==> config.mk <==
export PLATFORM = sky130hd
export DESIGN_NAME = sfw_write_port
export DESIGN_NICKNAME = d
export VERILOG_FILES = /design/src/rtl/sfw_pkg.sv /design/src/rtl/sfw_edge.sv /design/src/rtl/sfw_shifter.sv /design/src/rtl/sfw_commit.sv /design/src/rtl/sfw_write_port.sv
export SDC_FILE = /design/constraint.sdc
export NUM_CORES = 1
export LEC_CHECK = 0
export ABC_AREA = 1
export CAP_MARGIN = 20
export CORE_MARGIN = 2
export CORE_UTILIZATION = 55
export CTS_CLUSTER_DIAMETER = 200
export DETAILED_ROUTE_END_ITERATION = 10
export PLACE_DENSITY = 0.79
export SYNTH_ARGS = -nofsm -noshare
export SYNTH_HDL_FRONTEND = slang
export SYNTH_HIERARCHICAL = 1
export SYNTH_SLANG_ARGS = --single-unit
==> constraint.sdc <==
create_clock -name clk -period 1.7 [get_ports clk]
set_input_delay 0.34 -clock clk [delete_from_list [all_inputs] [get_ports clk]]
set_output_delay 0.34 -clock clk [all_outputs]
set_load 0.005 [all_outputs]
==> src/rtl/sfw_pkg.sv <==
package sfw_pkg;

    localparam int SFW_WORD_W   = 24;
    localparam int SFW_ADDR_W   = 8;
    localparam int SFW_STAGES   = 2;

    // Outcome of one system clock cycle at the commit stage
    typedef enum logic [1:0] {
        VERDICT_IDLE = 2'd0,
        VERDICT_GOOD = 2'd1,
        VERDICT_BAD  = 2'd2
    } verdict_e;

endpackage

==> src/rtl/sfw_edge.sv <==
// Per-lane synchronizer chain followed by a rising-edge detector.
module sfw_edge #(
    parameter int WIDTH  = 3,
    parameter int STAGES = 2
) (
    input  logic             clk,
    input  logic             rst_n,
    input  logic [WIDTH-1:0] async_i,
    output logic [WIDTH-1:0] level_o,
    output logic [WIDTH-1:0] rise_o
);

    generate
        for (genvar g = 0; g < WIDTH; g++) begin : g_lane
            logic [STAGES-1:0] chain_d, chain_q;
            logic              prev_d,  prev_q;

            always_comb begin
                chain_d = {chain_q[STAGES-2:0], async_i[g]};
                prev_d  = chain_q[STAGES-1];
            end

            always_ff @(posedge clk or negedge rst_n) begin
                if (!rst_n) begin
                    chain_q <= '0;
                    prev_q  <= 1'b0;
                end else begin
                    chain_q <= chain_d;
                    prev_q  <= prev_d;
                end
            end

            assign level_o[g] = chain_q[STAGES-1];
            assign rise_o[g]  = chain_q[STAGES-1] & ~prev_q;
        end
    endgenerate

endmodule

==> src/rtl/sfw_shifter.sv <==
// Input word shift register and saturating edge counter.
module sfw_shifter #(
    parameter int WORD_W = 24,
    parameter int CNT_W  = 5
) (
    input  logic              clk,
    input  logic              rst_n,
    input  logic              shift_en,
    input  logic              bit_in,
    input  logic              restart,
    output logic [WORD_W-1:0] word_o,
    output logic [CNT_W-1:0]  cnt_o
);

    localparam logic [CNT_W-1:0] CNT_MAX = CNT_W'(WORD_W + 1);

    typedef struct packed {
        logic [WORD_W-1:0] word;
        logic [CNT_W-1:0]  cnt;
    } shf_t;

    shf_t st_d, st_q;

    always_comb begin
        st_d = st_q;
        if (shift_en) begin
            st_d.word = {st_q.word[WORD_W-2:0], bit_in};
        end
        if (restart) begin
            // an edge in the same cycle as the strobe opens the next frame
            st_d.cnt = shift_en ? CNT_W'(1) : '0;
        end else if (shift_en && (st_q.cnt != CNT_MAX)) begin
            st_d.cnt = st_q.cnt + CNT_W'(1);
        end
    end

    always_ff @(posedge clk or negedge rst_n) begin
        if (!rst_n) begin
            st_q <= '0;
        end else begin
            st_q <= st_d;
        end
    end

    assign word_o = st_q.word;
    assign cnt_o  = st_q.cnt;

endmodule

==> src/rtl/sfw_commit.sv <==
// Judges each latch strobe and drives the committed fields.
module sfw_commit
    import sfw_pkg::*;
#(
    parameter int WORD_W = 24,
    parameter int ADDR_W = 8,
    parameter int CNT_W  = 5
) (
    input  logic                     clk,
    input  logic                     rst_n,
    input  logic                     strobe,
    input  logic [CNT_W-1:0]         cnt,
    input  logic [WORD_W-1:0]        word,
    output logic [ADDR_W-1:0]        addr_o,
    output logic [WORD_W-ADDR_W-1:0] data_o,
    output logic                     stb_o,
    output logic                     err_o
);

    localparam int DATA_W = WORD_W - ADDR_W;
    localparam logic [CNT_W-1:0] CNT_EXACT = CNT_W'(WORD_W);

    typedef struct packed {
        logic [ADDR_W-1:0] addr;
        logic [DATA_W-1:0] data;
        logic              stb;
        logic              err;
    } cmt_t;

    cmt_t     st_d, st_q;
    verdict_e verdict;

    always_comb begin
        if (!strobe) begin
            verdict = VERDICT_IDLE;
        end else if (cnt == CNT_EXACT) begin
            verdict = VERDICT_GOOD;
        end else begin
            verdict = VERDICT_BAD;
        end
    end

    always_comb begin
        st_d     = st_q;
        st_d.stb = 1'b0;
        case (verdict)
            VERDICT_GOOD: begin
                st_d.addr = word[WORD_W-1:DATA_W];
                st_d.data = word[DATA_W-1:0];
                st_d.stb  = 1'b1;
            end
            VERDICT_BAD: begin
                st_d.err  = 1'b1;
            end
            default: ;
        endcase
    end

    always_ff @(posedge clk or negedge rst_n) begin
        if (!rst_n) begin
            st_q <= '0;
        end else begin
            st_q <= st_d;
        end
    end

    assign addr_o = st_q.addr;
    assign data_o = st_q.data;
    assign stb_o  = st_q.stb;
    assign err_o  = st_q.err;

endmodule

==> src/rtl/sfw_write_port.sv <==
module sfw_write_port
    import sfw_pkg::*;
#(
    parameter int WORD_W = SFW_WORD_W,
    parameter int ADDR_W = SFW_ADDR_W,
    parameter int STAGES = SFW_STAGES
) (
    input  logic                     clk,
    input  logic                     rst_n,
    input  logic                     sclk_i,
    input  logic                     sdin_i,
    input  logic                     latch_i,
    output logic [ADDR_W-1:0]        addr_o,
    output logic [WORD_W-ADDR_W-1:0] data_o,
    output logic                     wr_stb_o,
    output logic                     frame_err_o
);

    localparam int CNT_W    = $clog2(WORD_W + 2);
    localparam int LANES    = 3;
    localparam int LN_SCLK  = 0;
    localparam int LN_SDIN  = 1;
    localparam int LN_LATCH = 2;

    logic [LANES-1:0]  lane_level;
    logic [LANES-1:0]  lane_rise;
    logic              sclk_rise;
    logic              latch_rise;
    logic              sdin_bit;
    logic [WORD_W-1:0] in_word;
    logic [CNT_W-1:0]  edge_cnt;

    sfw_edge #(
        .WIDTH  (LANES),
        .STAGES (STAGES)
    ) edge_i (
        .clk     (clk),
        .rst_n   (rst_n),
        .async_i ({latch_i, sdin_i, sclk_i}),
        .level_o (lane_level),
        .rise_o  (lane_rise)
    );

    assign sclk_rise  = lane_rise[LN_SCLK];
    assign latch_rise = lane_rise[LN_LATCH];
    assign sdin_bit   = lane_level[LN_SDIN];

    sfw_shifter #(
        .WORD_W (WORD_W),
        .CNT_W  (CNT_W)
    ) shf_i (
        .clk      (clk),
        .rst_n    (rst_n),
        .shift_en (sclk_rise),
        .bit_in   (sdin_bit),
        .restart  (latch_rise),
        .word_o   (in_word),
        .cnt_o    (edge_cnt)
    );

    sfw_commit #(
        .WORD_W (WORD_W),
        .ADDR_W (ADDR_W),
        .CNT_W  (CNT_W)
    ) cmt_i (
        .clk    (clk),
        .rst_n  (rst_n),
        .strobe (latch_rise),
        .cnt    (edge_cnt),
        .word   (in_word),
        .addr_o (addr_o),
        .data_o (data_o),
        .stb_o  (wr_stb_o),
        .err_o  (frame_err_o)
    );

endmodule

==> results.toml, run 1 <==
[clocking]
ctsRootBufferMaster = "clkbuf_8"
cts_sinks = 63
cts_repair_resize_count = 0
cts_inserted_buffers = 9
post_cts_buffers = 0
cts_hold_buffers = 0
cts_tree = "yes"
cts.path.max_buffers = 2
worst_skew_pair.late_latency_ps = 340
cts_htree_levels = 3
clkSlewWorstSetupHoldPaths_ps = 70

[power]
leakage_nw = 1.517
power.density_cell_area_mw_per_mm2 = 1058
vdd_ir_drop_max_uv = 716.7

[global_route]
grt_start_max_net_pins = 64
groute.usage.overall_pct = 18.61
grt_pass1_wl_um = 7293
globalRoute.totalOverflow = 0
grt_pass1_vias = 1653
number_of_antenna_violations_at_the_first_check_in_global_routing = 0

[setup_path]
cp_num_buf_inv = 1
cp_max_fo = 2
crit_slowest_cell = "clkdlybuf4s50_1"
cpPeakStageDelay_ps = 520
path_cells = "clkdlybuf4s50_1"
cp_top_family = "buffers and inverters"
worstPathRequired_ps = 1360
timing.critical_path.to_type = "primary output"
worst-setup-path-type = "flip-flop to primary output"
arrival_ps = 1250
setup.worst_path.start_class = "flip-flop"

[hold_path]
min_path_type = "input pin to async pin"

[drt]
via_cell_ratio = 5.046
detailedRoute.firstPassIterationCount = 4
wl_um = 4181
remaining_drc_errors = 0
routed-via-count = 1761
wire_per_inst_um = 11.98
final_antenna_net_count = 0
detail_route.iter0.violations = 175

[finish]
num-nets-final = 299
antenna-diode-count = 0
finish.utilization_pct = 68.86
layout-area-overhead-vs-synth_pct = 18.28
finish.instance_area_mm2 = 0.003060
drive_gt1_share_pct = 12.12

[outcome]
run_status = "finished with violations"
failed_checks = "hold timing"

[timing]
worst_margin_slew_ps = 399.6
grt_setup_unrepaired = "no"
max_freq_mhz = 630.0
slew_viol_final = 0
worst_slack_ps = 112.8
worst_setup_skew_after_layout_ps = 4.508
slew_headroom_pct = 73.31
report.final.setup_viol = 0
final_min_period_over_clock_period_pct = 93.37
final.min_clock_period_ps = 1587
hold_slack_ps = -11.11
timing_hold_violations_final = 7
fin_tns_setup_ps = 0

[job]
max_capacitance_violation_total = 0

[synthesis]
synthesis_warning_total = 6
post_synth.cell_area_avg_um2 = 9.952
synth_fp_nets = 267
cells_after_synthesis = 260
syn_area_mm2 = 0.002587

[placement]
detailed_place_hpwl_um = 2636
gpl.final_weighted_congestion = 0.7319
dp_worst_setup_slack_ps = 328.6
placed_area_mm2 = 0.002884
numPortBuffers = 30

[die]
die_area_mm2 = 0.005269
coreArea_mm2 = 0.004444
die_width_um = 72.59
initial_core_util_pct = 58.22
floorplan.die.height_um = 72.59
std_cell_rows = 24
pin_count = 31
-- worst paths after layout --
kind | start | to | slack [ps] | depth (start not counted)
max | cmt_i/addr_o[7] | addr_o[7] | 110 | 1
min | rst_n | cmt_i/addr_o[3] | -10 | 2
max reg2reg | shf_i/cnt_o[3] | cmt_i/data_o[2] | 340 | 5
min reg2reg | edge_i/g_lane[0].chain_q[0] | edge_i/g_lane[0].chain_q[1] | 350 | 0
max in group asynchronous | rst_n | edge_i/g_lane[2].chain_q[1] | 1440 | 2
min in group clk | edge_i/g_lane[0].chain_q[0] | edge_i/g_lane[0].chain_q[1] | 350 | 0
-- through the flow --
step | power, mW | std cells
floorplan | 2.025 | 260
global placement | 2.098 | 333
detailed placement | 2.112 | 333
CTS | 3.272 | 349
global route | 3.396 | 349
finish | 3.237 | 349
-- cell type report --
class	instances	area, um2
well taps	52	65.06
clock buffers	13	158.9
clock inverters	3	17.52
inverters	23	86.33
repair buffers	35	357.8
multi-input cells	160	798.3
flip-flops and latches	63	1577
fillers	371	1384
-- report_power, final --
group / switching, mW / total, mW / internal (mW)
registers: 0.134 / 1.78 / 1.64
clock network: 0.549 / 1.15 / 0.604
logic: 0.184 / 0.306 / 0.123
total: 0.866 / 3.24 / 2.37
-- sequential cells by signal (all words and copies together), names as in the netlist --
signal	flops
shf_i/cnt_o	5
cmt_i/err_o	1
cmt_i/data_o	16
shf_i/word_o	24
edge_i/g_lane.chain_q	6
edge_i/g_lane.prev_q	2
cmt_i/stb_o	1
cmt_i/addr_o	8
-- layer usage --
layer  up-vias  part of all wire (%)  global-route usage [%]
li1        885                     -                       -
met1       829                    47                   23.97
met2        38                    46                   27.78
met3         9                   5.2                   5.663
met4         0                   2.1                   11.32
met5         -                     0                       0
-- cells in the final DEF, fill, tap and decap left out --
cell type	instances
inv_1	19
clkinvlp_4	1
buf_2	1
or2_2	1
xnor2_1	1
nand4_4	1
dfrtp_1	63
nand2_1	72
mux2_2	2
nand3_4	1
clkdlybuf4s50_1	29
nand2_2	1
nor2_4	2
clkbuf_1	2
inv_2	4
o21ai_0	13
nand2_4	1
nand3_1	31
nor2_8	1
buf_4	3
ha_1	2
clkbuf_8	11
clkinv_2	2
a21oi_1	11
buf_12	2
o21bai_1	1
nand4_1	3
nor2_1	14
nor2_2	2
Power figures use the tool's default switching activity.
==> inputs of run 2 (changes only) <==
--- a/config.mk
+++ b/config.mk
@@ -8,11 +8,11 @@
 export ABC_AREA = 1
 export CAP_MARGIN = 20
 export CORE_MARGIN = 2
-export CORE_UTILIZATION = 55
+export CORE_UTILIZATION = 54
 export CTS_CLUSTER_DIAMETER = 200
 export DETAILED_ROUTE_END_ITERATION = 10
-export PLACE_DENSITY = 0.79
+export PLACE_DENSITY = 0.78
+export SETUP_SLACK_MARGIN = 0.05
 export SYNTH_ARGS = -nofsm -noshare
 export SYNTH_HDL_FRONTEND = slang
-export SYNTH_HIERARCHICAL = 1
 export SYNTH_SLANG_ARGS = --single-unit
==> run 2 against run 1 <==
  * Global-route usage rose by 0.40 points
  * First-iteration DRC count fell by 43%
  * Flip-flop and latch count did not move
  * Worst hold slack improved by 25 ps
  * Non-clock buffer count fell by 3
  * Fmax rose by 2.0%
  * Total power fell by 2.8%
  * Critical endpoint is now data_o[7]
  * Combinational power fell by 40%
  * Synthesized area fell by 5.0%
  * Core utilization fell by 0.65 points
  * The run now ends clean
==> results.toml, run 2 <==
[finish]
layout_fillers = 353
finish.utilization_pct = 68.21
most_frequent_cells_in_the_layout = "nand2_1, dfrtp_1, clkdlybuf4s50_1"
num-nets-final = 301
drive_gt1_share_pct = 9.428
antenna-diode-count = 0
layout-area-overhead-vs-synth_pct = 21.69
largest_register_ffs = 24
final_common_cell = "nand2_1"

[setup_path]
cp_num_buf_inv = 1
cp_max_fo = 2
worstPathRequired_ps = 1360
crit_slowest_cell = "clkdlybuf4s50_1"
worst-setup-path-type = "flip-flop to primary output"
r2r_setup_slack_ps = 200
path_cells = "clkdlybuf4s50_1"
setup.worst_path.start_class = "flip-flop"
timing.critical_path.to_type = "primary output"
arrival_ps = 1220
cpPeakStageDelay_ps = 510
cp_top_family = "buffers and inverters"

[clocking]
cts.path.max_buffers = 2
cts_htree_levels = 3
post_cts_buffers = 0
clkSlewWorstSetupHoldPaths_ps = 60
cts_sinks = 63
cts_hold_buffers = 0
ctsRootBufferMaster = "clkbuf_8"
cts_inserted_buffers = 9
worst_skew_pair.late_latency_ps = 330
cts_tree = "yes"

[synthesis]
yosysMostFrequentCell = "nand2_1"
synthesis_warning_total = 0
netlist-cell-type-count = 23
post_synth.cell_area_avg_um2 = 9.451
synth_fp_nets = 268
synth.largest_area_cell = "dfrtp_1"
yosysSeqAreaShare_pct = 64.15
synth_edf_count = 0
postSynth.asyncResetShare_pct = 100.0
post_synth_most_frequent_cells = "nand2_1, dfrtp_1, inv_1, nand3_1, o21ai_0"
yosys-top-cells-area = "dfrtp_1, nand2_1, nand3_1, inv_1, o21ai_0"
synth_seq_cells = 63
synthFlopType = "dfrtp_1"
syn_area_mm2 = 0.002457
cells_after_synthesis = 260
synthDominantCellAreaShare_pct = 64.15

[die]
die_width_um = 71.46
pin_count = 31
std_cell_rows = 24
floorplan.die.height_um = 71.46
coreArea_mm2 = 0.004384
initial_core_util_pct = 56.05
die_area_mm2 = 0.005107

[timing]
slew_viol_final = 0
max_freq_mhz = 642.7
final_min_period_over_clock_period_pct = 91.52
worst_setup_skew_after_layout_ps = 6.641
report.final.setup_viol = 0
worst_margin_slew_ps = 491.3
timing_hold_violations_final = 0
slew_headroom_pct = 67.12
final.min_clock_period_ps = 1556
grt_setup_unrepaired = "no"
fin_tns_setup_ps = 0

[power]
p_switching_mw = 0.7368
leakage_nw = 1.513
power.share.clock_pct = 40.7
design_internal_power_mw = 2.410
p_sw_share_pct = 23.42
power.density_cell_area_mw_per_mm2 = 1052
vdd_ir_drop_max_uv = 720.5
seq_power_share_pct = 53.4
power.share.combinational_pct = 5.9

[global_route]
groute.usage.overall_pct = 19.02
grt_start_max_net_pins = 64
globalRoute.totalOverflow = 0
grt_pass1_vias = 1618
grt_pass1_wl_um = 7258
number_of_antenna_violations_at_the_first_check_in_global_routing = 0

[drt]
wire_per_inst_um = 12.36
wl_um = 4315
routed-via-count = 1749
remaining_drc_errors = 0
detail_route.iter0.violations = 100
detailedRoute.firstPassIterationCount = 4
final_antenna_net_count = 0
via_cell_ratio = 5.011

[outcome]
run_status = "finished, final reports clean"

[hold_path]
min_path_type = "input pin to async pin"

[placement]
numPortBuffers = 30
gpl.final_weighted_congestion = 0.8052
detailed_place_hpwl_um = 2686

[job]
max_capacitance_violation_total = 0
-- run 2: cell count changes in the layout (fill, tap and decap cells not counted), moves of 2 or more --
cell	change
a21oi_1	-11
inv_2	-2
nand2_1	+56
o21ai_1	+4
nor2_1	-11
inv_1	-5
o21ai_0	-4
buf_4	-2
nand3_1	-20
o21ai_2	+4
mux2_2	-2
-- run 2: through the flow --
| step | hold slack (ps) | setup slack [ps] | instances | instance area (um2) | power, mW |
|---|---|---|---|---|---|
| floorplan | 44.41 | 408.5 | 260 | 2457 | 1.807 |
| global placement | 331.7 | 202.4 | 334 | 2781 | 1.881 |
| detailed placement | 337.3 | 160.7 | 334 | 2781 | 1.893 |
| CTS | 16.06 | 116.6 | 349 | 2979 | 3.178 |
| global route | 26.58 | 55.61 | 349 | 2990 | 3.273 |
| finish | 13.64 | 144.1 | 349 | 2990 | 3.146 |
-- run 2: metal layers --
metal	global-route usage, %	wire [um]	share of wire [%]	up-vias
met2	29.01	2061	48	33
met5	0	0	0	-
met1	24.59	2033	47	844
met4	9.434	88	2.0	0
li1	-	-	-	866
met3	6.329	132	3.1	6
-- run 2: cell families (layout without fill, tap and decap cells) --
kind of cell,count (synthesis),after routing,share of synthesized area (%)
adder cells (fa/ha/maj),3,3,1.528
flip-flops,63,63,64.15
buffers and inverters,27,64,5.397
XOR/XNOR,1,1,0.3565
AND/OR/NAND/NOR,148,148,24.19
AO/OA/AOI/OAI,18,18,4.379
-- run 2: layout make-up --
type / count / area (um2) / share of cell area (%)
sequential: 63 / 1577 / 52.72
inverter: 17 / 71.32 / 2.385
clock inverter: 3 / 42.54 / 1.423
multi-input combinational: 170 / 757.0 / 25.31
tap: 52 / 65.06 / 2.176
timing repair buffer: 32 / 322.8 / 10.79
clock buffer: 12 / 155.1 / 5.188
-- run 2: path summary, 6_finish.rpt --
kind / from / end / depth (start not counted)
setup / recovery: cmt_i.data_o[7] / data_o[7] / 1
hold / removal: rst_n / edge_i.g_lane[2].chain_q[0] / 2
setup reg to reg: shf_i.cnt_o[0] / cmt_i.data_o[9] / 8
hold reg to reg: edge_i.g_lane[2].chain_q[0] / edge_i.g_lane[2].chain_q[1] / 0
max in group asynchronous: rst_n / shf_i.word_o[23] / 2
min in group clk: edge_i.g_lane[2].chain_q[0] / edge_i.g_lane[2].chain_q[1] / 0
-- run 2: timing repair --
item / in CTS / in global routing
setup endpoints to repair: 0 / 17
endpoints found under the hold margin: 0 / 0
gates resized for setup: 0 / 2
-- run 2: power groups by stage --
| stage | clock [mW] | combinational, mW | sequential, mW |
|---|---|---|---|
| after global routing | 1.36 | 0.221 | 1.69 |
| after global placement | 0 | 0.180 | 1.70 |
| after CTS | 1.31 | 0.189 | 1.68 |
| after floorplan | 0 | 0.126 | 1.68 |
| final | 1.28 | 0.185 | 1.68 |
| after detailed placement | 0 | 0.188 | 1.71 |
==> inputs of run 3 (changes only) <==
--- a/config.mk
+++ b/config.mk
@@ -13,6 +13,7 @@
 export DETAILED_ROUTE_END_ITERATION = 10
 export PLACE_DENSITY = 0.78
 export SETUP_SLACK_MARGIN = 0.05
+export SLEW_MARGIN = 10
 export SYNTH_ARGS = -nofsm -noshare
 export SYNTH_HDL_FRONTEND = slang
 export SYNTH_SLANG_ARGS = --single-unit
==> constraint.sdc (replaced) <==
create_clock -name clk -period 1.5 [get_ports clk]
set_input_delay 0.3 -clock clk [delete_from_list [all_inputs] [get_ports clk]]
set_output_delay 0.3 -clock clk [all_outputs]
set_load 0.005 [all_outputs]
==> run 3 against run 2 <==
  * Sequential share of layout area is 2.1 points lower
  * Highest routed layer unchanged
  * Die area did not move
  * Worst hold slack better by 340 ps
  * Critical endpoint is now cmt_i.data_o[10]
  * Combinational power increased by 49%
  * Total power is 12% higher
  * First-iteration DRC count rose by 74%
  * Worst setup slack got worse by 88 ps
==> results.toml, run 3 (synthesis results as in run 2) <==
[outcome]
run_status = "finished, final reports clean"

[finish]
num-nets-final = 322
layout_fillers = 330
finish.utilization_pct = 71.03
drive_gt1_share_pct = 14.83
final_common_cell = "nand2_1"
largest_register_ffs = 24
finish.instance_area_mm2 = 0.003114
layout-area-overhead-vs-synth_pct = 26.73
antenna-diode-count = 0
most_frequent_cells_in_the_layout = "nand2_1, dfrtp_1, dlygate4sd2_1"

[power]
vdd_ir_drop_max_uv = 798.8
power.density_cell_area_mw_per_mm2 = 1131
leakage_nw = 1.734

[clocking]
cts_sinks = 63
worst_skew_pair.late_latency_ps = 330
clkSlewWorstSetupHoldPaths_ps = 60
ctsRootBufferMaster = "clkbuf_8"
cts_inserted_buffers = 9
cts_htree_levels = 3
cts_tree = "yes"
cts.path.max_buffers = 2

[placement]
numPortBuffers = 30
placed_area_mm2 = 0.002846
detailed_place_hpwl_um = 2839
gpl.final_weighted_congestion = 0.8406

[global_route]
grt_start_max_net_pins = 52
groute.usage.overall_pct = 20.33
number_of_antenna_violations_at_the_first_check_in_global_routing = 0
grt_pass1_vias = 1789
grt_pass1_wl_um = 7900
globalRoute.totalOverflow = 0

[setup_path]
crit_path_end = "cmt_i.data_o[10]"
crit-reg2reg-capture = "cmt_i.data_o[10]"
worstPathRequired_ps = 1710
cp_max_fo = 7
arrival_ps = 1660
worstRegToRegCells = 8
cp-startpoint = "shf_i.cnt_o[1]"
r2r_setup_slack_ps = 60
timing.critical_path.to_type = "flip-flop"
worst-setup-path-type = "flip-flop to flip-flop"
setup.worst_path.start_class = "flip-flop"
timing.rr.start = "shf_i.cnt_o[1]"

[timing]
slew_headroom_pct = 77.80
final_min_period_over_clock_period_pct = 96.23
worst_setup_skew_after_layout_ps = 9.086
report.final.setup_viol = 0
max_freq_mhz = 692.8
slew_viol_final = 0
fin_tns_setup_ps = 0
timing_hold_violations_final = 0
final.min_clock_period_ps = 1444
worst_margin_slew_ps = 332.7

[die]
die_area_mm2 = 0.005107
die_width_um = 71.46
pin_count = 31
floorplan.die.height_um = 71.46
coreArea_mm2 = 0.004384
initial_core_util_pct = 56.05
std_cell_rows = 24

[drt]
wl_um = 4786
detail_route.iter0.violations = 174
remaining_drc_errors = 0
routed-via-count = 1860
wire_per_inst_um = 12.97
final_antenna_net_count = 0
detailedRoute.firstPassIterationCount = 4
via_cell_ratio = 5.041

[job]
max_capacitance_violation_total = 0

[hold_path]
min_path_type = "flip-flop to flip-flop"
worst_hold_path.num_cells = 0
[run 3: power by group]
part	internal, mW	switching [mW]	total [mW]
combinational	0.104	0.171	0.275
clock	0.797	0.564	1.36
sequential	1.81	0.0781	1.89
[run 3: critical path, cell delays in order, from the launching register on]
cell	delay [ps]
dfrtp_1	390
inv_1	100
ha_1	190
nand2_1	110
nor2_4	160
nand2_8	100
buf_4	170
nand2_1	60
nand2_1	50
[run 3: cell type report]
cell class	count	area, um2	share of cell area (%)
inverters	17	68.82	2.210
repair buffers	53	462.9	14.87
clock inverters	1	30.03	0.9642
clock buffers	13	148.9	4.781
multi-input cells	170	762.0	24.47
flip-flops and latches	63	1577	50.62
well taps	52	65.06	2.089
[run 3: timing repair]
| item | 4_1_cts | 5_1_grt |
|---|---|---|
| pin swaps | 0 | 1 |
| hold endpoints to repair | 12 | 0 |
| setup buffers | 9 | 4 |
| resized for setup | 26 | 3 |
| setup endpoints to repair | 26 | 25 |
| hold buffers | 1 | 0 |
[run 3: metrics by stage]
| stage | worst slack [ps] | cells | hold WS, ps | power (mW) |
|---|---|---|---|---|
| 2_1_floorplan | 208.5 | 260 | 4.409 | 2.048 |
| 3_3_place_gp | 123.4 | 341 | 213.4 | 2.158 |
| 3_5_place_dp | 61.16 | 341 | 213.0 | 2.173 |
| 4_1_cts | 52.91 | 365 | 356.9 | 3.545 |
| 5_1_grt | -0.4678 | 369 | 362.1 | 3.682 |
| 6_report | 56.48 | 369 | 354.5 | 3.524 |
[run 3: worst min path at each step]
stage	startpoint	to	slack (ps)
6_report	edge_i.g_lane[2].chain_q[0]	edge_i.g_lane[2].chain_q[1]	350
5_1_grt	edge_i.g_lane[2].chain_q[0]	edge_i.g_lane[2].chain_q[1]	360
4_1_cts	edge_i.g_lane[2].chain_q[0]	edge_i.g_lane[2].chain_q[1]	360
3_5_place_dp	rst_n	edge_i.g_lane[2].chain_q[0]	210
3_3_place_gp	rst_n	edge_i.g_lane[0].chain_q[0]	210
2_1_floorplan	rst_n	cmt_i.addr_o[0]	4
[run 3: metal layers]
metal	global-route usage [%]	vias to the layer above	part of all wire (%)
li1	-	906	-
met1	26.25	892	44
met2	32.30	54	50
met3	4.219	8	4.3
met4	11.32	0	1.7
met5	0	-	0
